**src/rtl/apwm_pkg.sv**
```systemverilog
package apwm_pkg;

  // Byte addresses of the register map
  localparam int unsigned OFS_ACT_PER = 8;
  localparam int unsigned OFS_ACT_CMP = 12;
  localparam int unsigned OFS_SHD_PER = 16;
  localparam int unsigned OFS_SHD_CMP = 20;
  localparam int unsigned OFS_CTRL    = 42;

  // Control halfword bit positions
  localparam int unsigned CB_RUN      = 4;
  localparam int unsigned CB_SYNC_LO  = 6;
  localparam int unsigned CB_SYNC_HI  = 7;
  localparam int unsigned CB_PWM_EN   = 9;
  localparam int unsigned CB_POL_LOW  = 10;

  localparam int unsigned CTRL_W      = 16;
  localparam logic [CTRL_W-1:0] CTRL_KEEP =
    CTRL_W'((1 << CB_RUN) | (1 << CB_SYNC_LO) | (1 << CB_SYNC_HI) |
            (1 << CB_PWM_EN) | (1 << CB_POL_LOW));

  typedef enum logic [2:0] {
    SEL_NONE,
    SEL_ACT_PER,
    SEL_ACT_CMP,
    SEL_SHD_PER,
    SEL_SHD_CMP,
    SEL_CTRL
  } reg_sel_e;

  typedef struct packed {
    logic pol_low;
    logic pwm_en;
    logic run;
  } apwm_mode_t;

endpackage

```
**src/rtl/apwm_regs.sv**
```systemverilog
module apwm_regs
  import apwm_pkg::*;
#(
  parameter int unsigned DATA_W = 32,
  parameter int unsigned ADDR_W = 6
) (
  input  logic                clk,
  input  logic                rst_n,
  input  logic                bus_sel,
  input  logic                bus_wr,
  input  logic [ADDR_W-1:0]   bus_addr,
  input  logic [DATA_W/8-1:0] bus_be,
  input  logic [DATA_W-1:0]   bus_wdata,
  input  logic                period_end,
  output logic [DATA_W-1:0]   act_per,
  output logic [DATA_W-1:0]   act_cmp,
  output logic [CTRL_W-1:0]   ctrl,
  output logic [DATA_W-1:0]   bus_rdata
);

  localparam int unsigned NB   = DATA_W / 8;
  localparam int unsigned CSH  = DATA_W - CTRL_W;

  reg_sel_e            sel;
  logic [DATA_W-1:0]   lane_mask;
  logic                wr_go;
  logic                xfer;

  logic [DATA_W-1:0]   act_per_q, act_per_d;
  logic [DATA_W-1:0]   act_cmp_q, act_cmp_d;
  logic [DATA_W-1:0]   shd_per_q, shd_per_d;
  logic [DATA_W-1:0]   shd_cmp_q, shd_cmp_d;
  logic [CTRL_W-1:0]   ctrl_q, ctrl_d;
  logic                pend_q, pend_d;
  logic [DATA_W-1:0]   ctrl_word_merged;

  logic                en_act_per, en_act_cmp, en_shd_per, en_shd_cmp;
  logic                en_ctrl, en_pend;

  // Address decode: 32-bit registers need an exact byte address,
  // the control halfword accepts either halfword address of its word.
  always_comb begin
    sel = SEL_NONE;
    if (bus_addr == ADDR_W'(OFS_ACT_PER))      sel = SEL_ACT_PER;
    else if (bus_addr == ADDR_W'(OFS_ACT_CMP)) sel = SEL_ACT_CMP;
    else if (bus_addr == ADDR_W'(OFS_SHD_PER)) sel = SEL_SHD_PER;
    else if (bus_addr == ADDR_W'(OFS_SHD_CMP)) sel = SEL_SHD_CMP;
    else if ((bus_addr[ADDR_W-1:2] == (ADDR_W-2)'(OFS_CTRL >> 2)) && !bus_addr[0])
      sel = SEL_CTRL;
  end

  for (genvar b = 0; b < NB; b++) begin : g_lane
    assign lane_mask[8*b +: 8] = {8{bus_be[b]}};
  end

  assign wr_go = bus_sel & bus_wr & (|bus_be);
  assign xfer  = period_end & pend_q;

  // Next-state logic
  always_comb begin
    act_per_d = act_per_q;
    act_cmp_d = act_cmp_q;
    shd_per_d = shd_per_q;
    shd_cmp_d = shd_cmp_q;
    ctrl_d    = ctrl_q;
    pend_d    = pend_q & ~xfer;
    ctrl_word_merged = ({ctrl_q, {CSH{1'b0}}} & ~lane_mask) | (bus_wdata & lane_mask);

    if (wr_go) begin
      unique case (sel)
        SEL_ACT_PER: act_per_d = (act_per_q & ~lane_mask) | (bus_wdata & lane_mask);
        SEL_ACT_CMP: act_cmp_d = (act_cmp_q & ~lane_mask) | (bus_wdata & lane_mask);
        SEL_SHD_PER: begin
          shd_per_d = (shd_per_q & ~lane_mask) | (bus_wdata & lane_mask);
          pend_d    = 1'b1;
        end
        SEL_SHD_CMP: begin
          shd_cmp_d = (shd_cmp_q & ~lane_mask) | (bus_wdata & lane_mask);
          pend_d    = 1'b1;
        end
        SEL_CTRL:    ctrl_d = ctrl_word_merged[DATA_W-1:CSH] & CTRL_KEEP;
        default:     ;
      endcase
    end

    // Period-boundary copy takes priority over a direct active write
    if (xfer) begin
      act_per_d = shd_per_q;
      act_cmp_d = shd_cmp_q;
    end
  end

  // Clock enables
  assign en_act_per = xfer | (wr_go & (sel == SEL_ACT_PER));
  assign en_act_cmp = xfer | (wr_go & (sel == SEL_ACT_CMP));
  assign en_shd_per = wr_go & (sel == SEL_SHD_PER);
  assign en_shd_cmp = wr_go & (sel == SEL_SHD_CMP);
  assign en_ctrl    = wr_go & (sel == SEL_CTRL);
  assign en_pend    = xfer | en_shd_per | en_shd_cmp;

  // Register process
  always_ff @(posedge clk or negedge rst_n) begin
    if (!rst_n) begin
      act_per_q <= '0;
      act_cmp_q <= '0;
      shd_per_q <= '0;
      shd_cmp_q <= '0;
      ctrl_q    <= '0;
      pend_q    <= 1'b0;
    end else begin
      if (en_act_per) act_per_q <= act_per_d;
      if (en_act_cmp) act_cmp_q <= act_cmp_d;
      if (en_shd_per) shd_per_q <= shd_per_d;
      if (en_shd_cmp) shd_cmp_q <= shd_cmp_d;
      if (en_ctrl)    ctrl_q    <= ctrl_d;
      if (en_pend)    pend_q    <= pend_d;
    end
  end

  // Read path
  always_comb begin
    bus_rdata = '0;
    if (bus_sel && !bus_wr) begin
      unique case (sel)
        SEL_ACT_PER: bus_rdata = act_per_q;
        SEL_ACT_CMP: bus_rdata = act_cmp_q;
        SEL_SHD_PER: bus_rdata = shd_per_q;
        SEL_SHD_CMP: bus_rdata = shd_cmp_q;
        SEL_CTRL:    bus_rdata = {ctrl_q, {CSH{1'b0}}};
        default:     bus_rdata = '0;
      endcase
    end
  end

  assign act_per = act_per_q;
  assign act_cmp = act_cmp_q;
  assign ctrl    = ctrl_q;

  // without a copy or a direct write the active period stays put
  a_r10_active_holds: assert property (@(posedge clk) disable iff (!rst_n)
    (!period_end && !(wr_go && sel == SEL_ACT_PER)) |=> $stable(act_per_q));

  // a copy at the period end loads both shadow values together
  a_r10_copy_at_end: assert property (@(posedge clk) disable iff (!rst_n)
    (period_end && pend_q) |=>
      (act_per_q == $past(shd_per_q)) && (act_cmp_q == $past(shd_cmp_q)));

  // a shadow write always leaves a copy pending
  a_r10_pending_set: assert property (@(posedge clk) disable iff (!rst_n)
    (wr_go && (sel == SEL_SHD_PER || sel == SEL_SHD_CMP)) |=> pend_q);

  // a write to an unmapped address leaves the control halfword alone
  a_r3_unmapped_ignored: assert property (@(posedge clk) disable iff (!rst_n)
    (wr_go && sel == SEL_NONE) |=> $stable(ctrl_q));

endmodule

```
**src/rtl/apwm_timebase.sv**
```systemverilog
module apwm_timebase #(
  parameter int unsigned DATA_W = 32
) (
  input  logic              clk,
  input  logic              rst_n,
  input  logic              run,
  input  logic [DATA_W-1:0] period,
  output logic [DATA_W-1:0] count,
  output logic              period_end
);

  logic [DATA_W-1:0] cnt_q, cnt_d;
  logic [DATA_W:0]   cnt_inc;
  logic              last;
  logic              cnt_en;

  // The last count of a period is P-1; a zero period acts as one cycle.
  assign cnt_inc    = {1'b0, cnt_q} + {{DATA_W{1'b0}}, 1'b1};
  assign last       = cnt_inc >= {1'b0, period};
  assign period_end = run & last;
  assign cnt_en     = run;

  always_comb begin
    cnt_d = cnt_q;
    if (run) begin
      if (last) cnt_d = '0;
      else      cnt_d = cnt_inc[DATA_W-1:0];
    end
  end

  always_ff @(posedge clk or negedge rst_n) begin
    if (!rst_n)      cnt_q <= '0;
    else if (cnt_en) cnt_q <= cnt_d;
  end

  assign count = cnt_q;

  // a stopped counter keeps its value
  a_r5_frozen_when_stopped: assert property (@(posedge clk) disable iff (!rst_n)
    !run |=> $stable(cnt_q));

  // the cycle after a period end starts again at zero
  a_r6_wrap_to_zero: assert property (@(posedge clk) disable iff (!rst_n)
    period_end |=> (cnt_q == '0));

  // inside a period the counter steps by exactly one
  a_r6_single_step: assert property (@(posedge clk) disable iff (!rst_n)
    (run && !period_end) |=> (cnt_q == $past(cnt_q) + 1'b1));

endmodule

```
**src/rtl/apwm_wave.sv**
```systemverilog
module apwm_wave
  import apwm_pkg::*;
#(
  parameter int unsigned DATA_W = 32
) (
  input  logic              clk,
  input  logic              rst_n,
  input  logic [DATA_W-1:0] count,
  input  logic [DATA_W-1:0] compare,
  input  apwm_mode_t        mode,
  output logic              pwm_out
);

  logic active_phase;
  logic level;

  assign active_phase = count < compare;

  always_comb begin
    level = 1'b0;
    if (mode.pwm_en) begin
      level = mode.pol_low ? ~active_phase : active_phase;
    end
  end

  assign pwm_out = level;

  // with a zero compare the inverted output stays high while enabled
  a_r8_zero_cmp_inverted: assert property (@(posedge clk) disable iff (!rst_n)
    (mode.pwm_en && mode.pol_low && compare == '0) |-> pwm_out);

endmodule

```
**src/rtl/apwm_shadow_timer.sv**
```systemverilog
module apwm_shadow_timer
  import apwm_pkg::*;
#(
  parameter int unsigned DATA_W = 32,
  parameter int unsigned ADDR_W = 6
) (
  input  logic                clk,
  input  logic                rst_n,
  input  logic                bus_sel,
  input  logic                bus_wr,
  input  logic [ADDR_W-1:0]   bus_addr,
  input  logic [DATA_W/8-1:0] bus_be,
  input  logic [DATA_W-1:0]   bus_wdata,
  output logic [DATA_W-1:0]   bus_rdata,
  output logic                pwm_out
);

  logic [1:0]        rst_pipe;
  logic              rst_core_n;
  logic [DATA_W-1:0] act_per;
  logic [DATA_W-1:0] act_cmp;
  logic [CTRL_W-1:0] ctrl;
  logic [DATA_W-1:0] count;
  logic              period_end;
  apwm_mode_t        mode;

  // Asynchronous assertion, synchronous release
  always_ff @(posedge clk or negedge rst_n) begin
    if (!rst_n) rst_pipe <= 2'b00;
    else        rst_pipe <= {rst_pipe[0], 1'b1};
  end
  assign rst_core_n = rst_pipe[1];

  assign mode.pol_low = ctrl[CB_POL_LOW];
  assign mode.pwm_en  = ctrl[CB_PWM_EN];
  assign mode.run     = ctrl[CB_RUN];

  apwm_regs #(.DATA_W(DATA_W), .ADDR_W(ADDR_W)) i_regs (
    .clk        (clk),
    .rst_n      (rst_core_n),
    .bus_sel    (bus_sel),
    .bus_wr     (bus_wr),
    .bus_addr   (bus_addr),
    .bus_be     (bus_be),
    .bus_wdata  (bus_wdata),
    .period_end (period_end),
    .act_per    (act_per),
    .act_cmp    (act_cmp),
    .ctrl       (ctrl),
    .bus_rdata  (bus_rdata)
  );

  apwm_timebase #(.DATA_W(DATA_W)) i_timebase (
    .clk        (clk),
    .rst_n      (rst_core_n),
    .run        (mode.run),
    .period     (act_per),
    .count      (count),
    .period_end (period_end)
  );

  apwm_wave #(.DATA_W(DATA_W)) i_wave (
    .clk     (clk),
    .rst_n   (rst_core_n),
    .count   (count),
    .compare (act_cmp),
    .mode    (mode),
    .pwm_out (pwm_out)
  );

  // output held low while PWM mode is off
  a_r9_idle_low: assert property (@(posedge clk) disable iff (!rst_core_n)
    !mode.pwm_en |-> !pwm_out);

  // a period starts high under normal polarity whenever compare is nonzero
  a_r7_period_starts_high: assert property (@(posedge clk) disable iff (!rst_core_n)
    (mode.pwm_en && !mode.pol_low && count == '0 && act_cmp != '0) |-> pwm_out);

  // during reset the output stays low
  a_r4_reset_low: assert property (@(posedge clk)
    !rst_core_n |-> !pwm_out);

endmodule

```
**config.mk**
```make
export PLATFORM = sky130hd
export DESIGN_NAME = apwm_shadow_timer
export DESIGN_NICKNAME = d
export VERILOG_FILES = /design/src/rtl/apwm_pkg.sv /design/src/rtl/apwm_regs.sv /design/src/rtl/apwm_timebase.sv /design/src/rtl/apwm_wave.sv /design/src/rtl/apwm_shadow_timer.sv
export SDC_FILE = /design/constraint.sdc
export NUM_CORES = 1
export LEC_CHECK = 0
export ABC_AREA = 1
export BUFFER_PORTS_ARGS = -buffer_cell sky130_fd_sc_hd__buf_2
export CAP_MARGIN = 40
export CORE_AREA = 8 8 209 161
export CTS_CLUSTER_SIZE = 25
export DETAILED_ROUTE_END_ITERATION = 8
export DIE_AREA = 0 0 217 169
export PLACE_DENSITY_LB_ADDON = 0.25
export REMOVE_ABC_BUFFERS = 1
export SLEW_MARGIN = 20
export SYNTH_ARGS = -nofsm -noshare
export SYNTH_HDL_FRONTEND = slang
export SYNTH_HIERARCHICAL = 1
export SYNTH_SLANG_ARGS = --single-unit
```
**constraint.sdc**
```tcl
create_clock -name clk -period 7.6 [get_ports clk]
set_input_delay 1.52 -clock clk [delete_from_list [all_inputs] [get_ports clk]]
set_output_delay 1.52 -clock clk [all_outputs]
set_load 0.1 [all_outputs]
```
==> results.txt, run 1 <==
----------------------------------------------------
[Timing]
  Maximum achievable frequency ... 175.6 MHz
  Setup slack after layout ... 1905 ps
  Transition time at the pin with the least slew margin ... 844.2 ps
  Number of max-slew violations in the final report ... 0
  # setup viols final ... 0
  Min cycle time layout ... 5695 ps
  Aggregate negative setup slack ... 0 ps
  Final setup skew ... 11.87 ps
  RSZ-0062 raised after global routing ... no
  Tcrit/Tclk final ... 74.93%
  Normalized max-slew margin ... 43.59%
  Number of endpoints with negative hold slack in the final report ... 0

[Synthesis]
  Summed instance area of the synthesized netlist ... 11,800 µm²
  Cell count after synthesis ... 1,670
  Yosys warning total ... 6
  Synth Area per Inst ... 7.064 µm²

[Worst setup path]
  Worst R2R Setup Slack ... 2550 ps
  Timing startpoint of the critical path ... bus_addr[1]
  Classification of the worst setup path ... in2out
  Type of destination of the critical path ... output port
  Buffering stage count on the worst path with inverters included ... 4
  Type of origin of the critical path ... input port
  Endpoint required time on the critical path ... 6080 ps
  Top fanout value on the critical path ... 31
  Worst-path cell with the longest stage delay ... sky130_fd_sc_hd__nor2_4
  Top cell family by delay on the critical path ... simple AND/OR/NAND/NOR gates
  Cell-by-cell listing of the critical path ... buf_2, nor2_4, nand3_1, buf_4, nand2_1, inv_1, nand3_1, nand2_1, nor2_1, buf_2
  WP depth ... 10
  Worst path max stage delay ... 650 ps
  Worst flop-to-flop path startpoint ... i_timebase/count[2]$_DFFE_PN0P_
  Arrival time reported for the critical path endpoint ... 4170 ps
  Capturing instance or port of the critical path ... bus_rdata[21]
  Depth of the worst register-to-register path ... 21

[Clock tree]
  Maximum level of the CTS H-tree ... 4
  Maximum buffer depth of the clock tree ... 2
  TritonCTS Buffers ... 17
  Post_cts resized ... 0
  Clock insertion delay at the later pin of the skew report ... 440 ps
  Number of buffers inserted by hold repair at cts ... 0
  CTS Root Buffer Type ... sky130_fd_sc_hd__clkbuf_16
  TritonCTS clock tree ... done
  Sinks on the clock net ... 168
  Register clock-pin slew on the reported worst setup and hold paths ... 70 ps
  Post-CTS Setup Bufs ... 0

[Detailed routing]
  Post-Route WL ... 38,060 µm
  Number of vias after detailed routing ... 11,330
  Drt drc ... 0
  First-pass iteration count of the detailed router ... 6
  Routed Antenna Nets ... 0
  DR iter-0 viols ... 964
  Wirelength per Cell ... 17.90 µm
  Post-DR vias/cell ... 5.331

[GRT]
  Combined global-route utilization of all metal layers ... 20.75%
  First-pass GRT wire length ... 60,810 µm
  Largest net degree at the start of global routing ... 66
  Number of antenna violations at the first check in global routing ... 0
  Vias in the first global route ... 10,910
  Total congestion overflow ... 0

[Finish]
  Antenna fix cells ... 0
  Final cell count without fillers ... 2,126
  Layout cells sized above 1 ... 13.08%
  Fin util ... 43.05%
  Highest-count cells in the layout ignoring fill and taps ... sky130_fd_sc_hd__nand2_1, sky130_fd_sc_hd__inv_1, sky130_fd_sc_hd__dfrtp_1
  Layout filler cell count ... 3,202
  Most common library cell in the layout ignoring fill and taps ... sky130_fd_sc_hd__nand2_1
  Layout net count ... 1,818
  Post-synthesis to final-layout area growth ... 11.49%

[Pwr]
  Worst supply voltage drop on vdd ... 131.1 µV
  Power per Cell Area ... 169.9 nW/µm²
  Total power ... 0.002234 W
  Leakage ... 7.130 nW

[Worst hold path]
  Worst hold path class ... reg2async

[Placement]
  Count of placed standard cells including taps ... 2,093
  Total of buffers placed on input and output ports ... 78
  Placer's final routability congestion estimate ... 0.8907
  Post-DP HPWL ... 25,900 µm
  Worst setup slack after placement ... 1944 ps

[Die]
  Die H ... 169 µm
  Number of placed I/O pins ... 79
  Die Wd ... 217 µm
  Die Footprint ... 36,670 µm²
  Initial Util ... 38.62%
  Cell row count ... 56
  Core region area ... 30,550 µm²

[Outcome]
  Status ... finished clean

[Run]
  Max Cap Violations ... 0

----------------------------------------------------
## power breakdown
| group | leakage (nW) | internal [W] | total (W) | switching, W |
|---|---|---|---|---|
| sequential | 2.02 | 0.000950 | 0.00101 | 0.0000570 |
| combinational | 4.82 | 0.0000928 | 0.000331 | 0.000238 |
| clock | 0.292 | 0.000509 | 0.000896 | 0.000387 |
| total | 7.13 | 0.00155 | 0.00223 | 0.000682 |
## per-layer routing
layer  global-route usage (%)  part of all wire [%]  vias to the layer above
met2                    32.00                    43                      377
met1                    29.67                    48                     5358
li1                         -                     -                     5544
met5                        0                     0                        -
met4                    6.134                   2.2                        0
met3                    3.121                   6.1                       54
## layout make-up
| class | count | area [µm²] | share of cell area [%] |
|---|---|---|---|
| timing repair buffer | 99 | 643.1 | 4.890 |
| multi-input combinational | 1221 | 6449 | 49.03 |
| clock buffer | 20 | 466.7 | 3.548 |
| inverter | 201 | 754.5 | 5.736 |
| tap | 406 | 508.0 | 3.862 |
| clock inverter | 11 | 122.6 | 0.9323 |
| sequential | 168 | 4209 | 32.00 |
## worst reg2reg max path: cells and delay by family (launching register included)
family / cells / cell delay (ps)
AOI/OAI and AO/OA: 1 / 130
buffers and inverters: 2 / 100
DFF: 1 / 500
and+or+nand+nor: 17 / 3930
adders and majority gates: 1 / 280
## worst min-delay path by stage
stage	depth (start not counted)	to	startpoint
2_1_floorplan	0	rst_pipe[1]$_DFF_PN0_	rst_pipe[0]$_DFF_PN0_
3_3_place_gp	0	rst_pipe[1]$_DFF_PN0_	rst_pipe[0]$_DFF_PN0_
3_5_place_dp	0	rst_pipe[1]$_DFF_PN0_	rst_pipe[0]$_DFF_PN0_
4_1_cts	0	asynchronous set/reset pin	rst_pipe[1]$_DFF_PN0_
5_1_grt	0	asynchronous set/reset pin	rst_pipe[1]$_DFF_PN0_
6_report	0	asynchronous set/reset pin	rst_pipe[1]$_DFF_PN0_
## stage by stage
step | area (µm²) | hold WS, ps
after floorplan | 11390 | 331.2
after global placement | 12420 | 337.6
after detailed placement | 12510 | 342.6
after CTS | 13100 | 357.1
after global routing | 13150 | 378.7
final | 13150 | 327.7
Power figures use the tool's default switching activity.
==> inputs of run 2 (changes only) <==
==> constraint.sdc (replaced) <==
create_clock -name clk -period 5.05 [get_ports clk]
set_input_delay 1.01 -clock clk [delete_from_list [all_inputs] [get_ports clk]]
set_output_delay 1.01 -clock clk [all_outputs]
set_load 0.1 [all_outputs]
==> results.txt, run 2 (same netlist as run 1, synthesis figures left out) <==
----------------------------------------------------
[Detailed routing]
  First-pass iteration count of the detailed router ... 6
  Post-DR vias/cell ... 5.345
  DR iter-0 viols ... 881
  Wirelength per Cell ... 17.90 µm
  Number of vias after detailed routing ... 11,390
  Post-Route WL ... 38,140 µm
  Routed Antenna Nets ... 0
  Drt drc ... 0

[Die]
  Die H ... 169 µm
  Die Wd ... 217 µm
  Number of placed I/O pins ... 79
  Cell row count ... 56
  Die Footprint ... 36,670 µm²
  Core region area ... 30,550 µm²
  Initial Util ... 38.62%

[Finish]
  Final instance area ... 13,600 µm²
  Post-synthesis to final-layout area growth ... 15.30%
  Fin util ... 44.53%
  Highest-count cells in the layout ignoring fill and taps ... sky130_fd_sc_hd__nand2_1, sky130_fd_sc_hd__inv_1, sky130_fd_sc_hd__dfrtp_1
  Most common library cell in the layout ignoring fill and taps ... sky130_fd_sc_hd__nand2_1
  Antenna fix cells ... 0
  Layout net count ... 1,822
  Final cell count without fillers ... 2,131
  Layout cells sized above 1 ... 13.33%

[Worst setup path]
  Top fanout value on the critical path ... 16
  Depth of the worst register-to-register path ... 20
  Endpoint required time on the critical path ... 5380 ps
  Type of origin of the critical path ... register
  Worst flop-to-flop path startpoint ... i_timebase/count[0]$_DFFE_PN0P_
  Arrival time reported for the critical path endpoint ... 4890 ps
  Classification of the worst setup path ... reg2reg
  Worst R2R Setup Slack ... 490 ps
  Timing startpoint of the critical path ... i_timebase/count[0]$_DFFE_PN0P_
  Type of destination of the critical path ... register

[Placement]
  Count of placed standard cells including taps ... 2,098
  Worst setup slack after placement ... 572.1 ps
  Post-DP HPWL ... 26,590 µm
  Cell area reported after detailed placement ... 12,980 µm²
  Placer's final routability congestion estimate ... 0.9427
  Total of buffers placed on input and output ports ... 78

[Timing]
  Worst Hold Slack ... 148.2 ps
  Number of endpoints with negative hold slack in the final report ... 0
  Normalized max-slew margin ... 47.26%
  Transition time at the pin with the least slew margin ... 791.1 ps
  Number of max-slew violations in the final report ... 0
  Setup slack after layout ... 485.5 ps
  Maximum achievable frequency ... 219.1 MHz
  Min cycle time layout ... 4564 ps
  Tcrit/Tclk final ... 90.39%
  RSZ-0062 raised after global routing ... no
  # setup viols final ... 0
  Final setup skew ... 8.421 ps

[Pwr]
  Switching share of total power ... 31.69%
  Worst supply voltage drop on vdd ... 198.5 µV
  Share of total power in the clock network ... 40.2%
  Power per Cell Area ... 249.0 nW/µm²
  Leakage ... 7.207 nW
  Net switching power of the design ... 0.001074 W
  Proportion of power drawn by combinational gates ... 15.2%
  Internal power component ... 0.002314 W
  Power share of the sequential group ... 44.5%

[Clock tree]
  TritonCTS Buffers ... 17
  Post-CTS Setup Bufs ... 0
  Sinks on the clock net ... 168
  Post_cts resized ... 0
  Clock insertion delay at the later pin of the skew report ... 450 ps
  Maximum level of the CTS H-tree ... 4
  Register clock-pin slew on the reported worst setup and hold paths ... 70 ps
  Maximum buffer depth of the clock tree ... 2
  CTS Root Buffer Type ... sky130_fd_sc_hd__clkbuf_16
  Number of buffers inserted by hold repair at cts ... 0
  TritonCTS clock tree ... done

[GRT]
  Combined global-route utilization of all metal layers ... 21.03%
  First-pass GRT wire length ... 61,570 µm
  Number of antenna violations at the first check in global routing ... 0
  Vias in the first global route ... 11,140
  Total congestion overflow ... 0
  Largest net degree at the start of global routing ... 107

[Outcome]
  Status ... finished clean

[Worst hold path]
  Worst hold path class ... reg2async

[Run]
  Max Cap Violations ... 0

----------------------------------------------------
-- run 2: power groups by stage --
stage | Clock, W | Combinational, W | Sequential (W)
after floorplan | 0 | 0.000281 | 0.00155
final | 0.00136 | 0.000516 | 0.00151
after CTS | 0.00139 | 0.000501 | 0.00152
after global routing | 0.00144 | 0.000584 | 0.00152
after detailed placement | 0 | 0.000499 | 0.00154
after global placement | 0 | 0.000493 | 0.00154
-- run 2: worst max-delay path, cell delays in order, from the launching register on --
cell	delay (ps)
sky130_fd_sc_hd__dfrtp_1	410
sky130_fd_sc_hd__ha_1	290
sky130_fd_sc_hd__nand2_2	100
sky130_fd_sc_hd__nor2_4	160
sky130_fd_sc_hd__nand2_4	110
sky130_fd_sc_hd__nor3_1	370
sky130_fd_sc_hd__xor2_1	170
sky130_fd_sc_hd__ha_1	330
sky130_fd_sc_hd__nand2_1	90
sky130_fd_sc_hd__nor2_1	180
sky130_fd_sc_hd__nand2_1	80
sky130_fd_sc_hd__nor2_1	180
sky130_fd_sc_hd__nand3_1	100
sky130_fd_sc_hd__nand3_1	100
sky130_fd_sc_hd__nor2_2	80
sky130_fd_sc_hd__a21oi_4	160
sky130_fd_sc_hd__nand2_1	300
sky130_fd_sc_hd__nand2_2	530
sky130_fd_sc_hd__nand3_1	480
sky130_fd_sc_hd__nand2_1	180
sky130_fd_sc_hd__nand2_1	60
-- run 2: through the flow --
stage                     setup TNS [ps]  power (W)
after detailed placement               0   0.002041
after CTS                              0   0.003410
after global placement                 0   0.002033
after global routing                   0   0.003542
final                                  0   0.003387
after floorplan                  -108040   0.001832
-- run 2: worst min-delay path by stage --
| stage | startpoint | to | slack [ps] | cells past startpoint |
|---|---|---|---|---|
| 2_1_floorplan | rst_pipe[0]$_DFF_PN0_ | rst_pipe[1]$_DFF_PN0_ | 330 | 0 |
| 3_3_place_gp | rst_pipe[0]$_DFF_PN0_ | rst_pipe[1]$_DFF_PN0_ | 340 | 0 |
| 3_5_place_dp | rst_pipe[0]$_DFF_PN0_ | rst_pipe[1]$_DFF_PN0_ | 340 | 0 |
| 4_1_cts | rst_n | rst_pipe[1]$_DFF_PN0_ | 320 | 1 |
| 5_1_grt | rst_pipe[1]$_DFF_PN0_ | asynchronous set/reset pin | 160 | 0 |
| 6_report | rst_pipe[1]$_DFF_PN0_ | asynchronous set/reset pin | 150 | 0 |
-- run 2: metal layers --
metal / vias up / track usage [%] / wire (µm)
li1: 5557 / - / -
met1: 5391 / 29.54 / 18000
met2: 401 / 32.32 / 16700
met3: 41 / 3.763 / 2689
met4: 0 / 6.868 / 748
met5: - / 0 / 0
-- run 2: layout make-up --
class | instances | area, µm²
Timing Repair Buffer | 103 | 1091
Sequential cell | 168 | 4209
Inverter | 201 | 754.5
Clock buffer | 17 | 425.4
Tap cell | 406 | 508.0
Clock inverter | 15 | 166.4
Fill cell | 3182 | 16950
Multi-Input combinational cell | 1221 | 6449
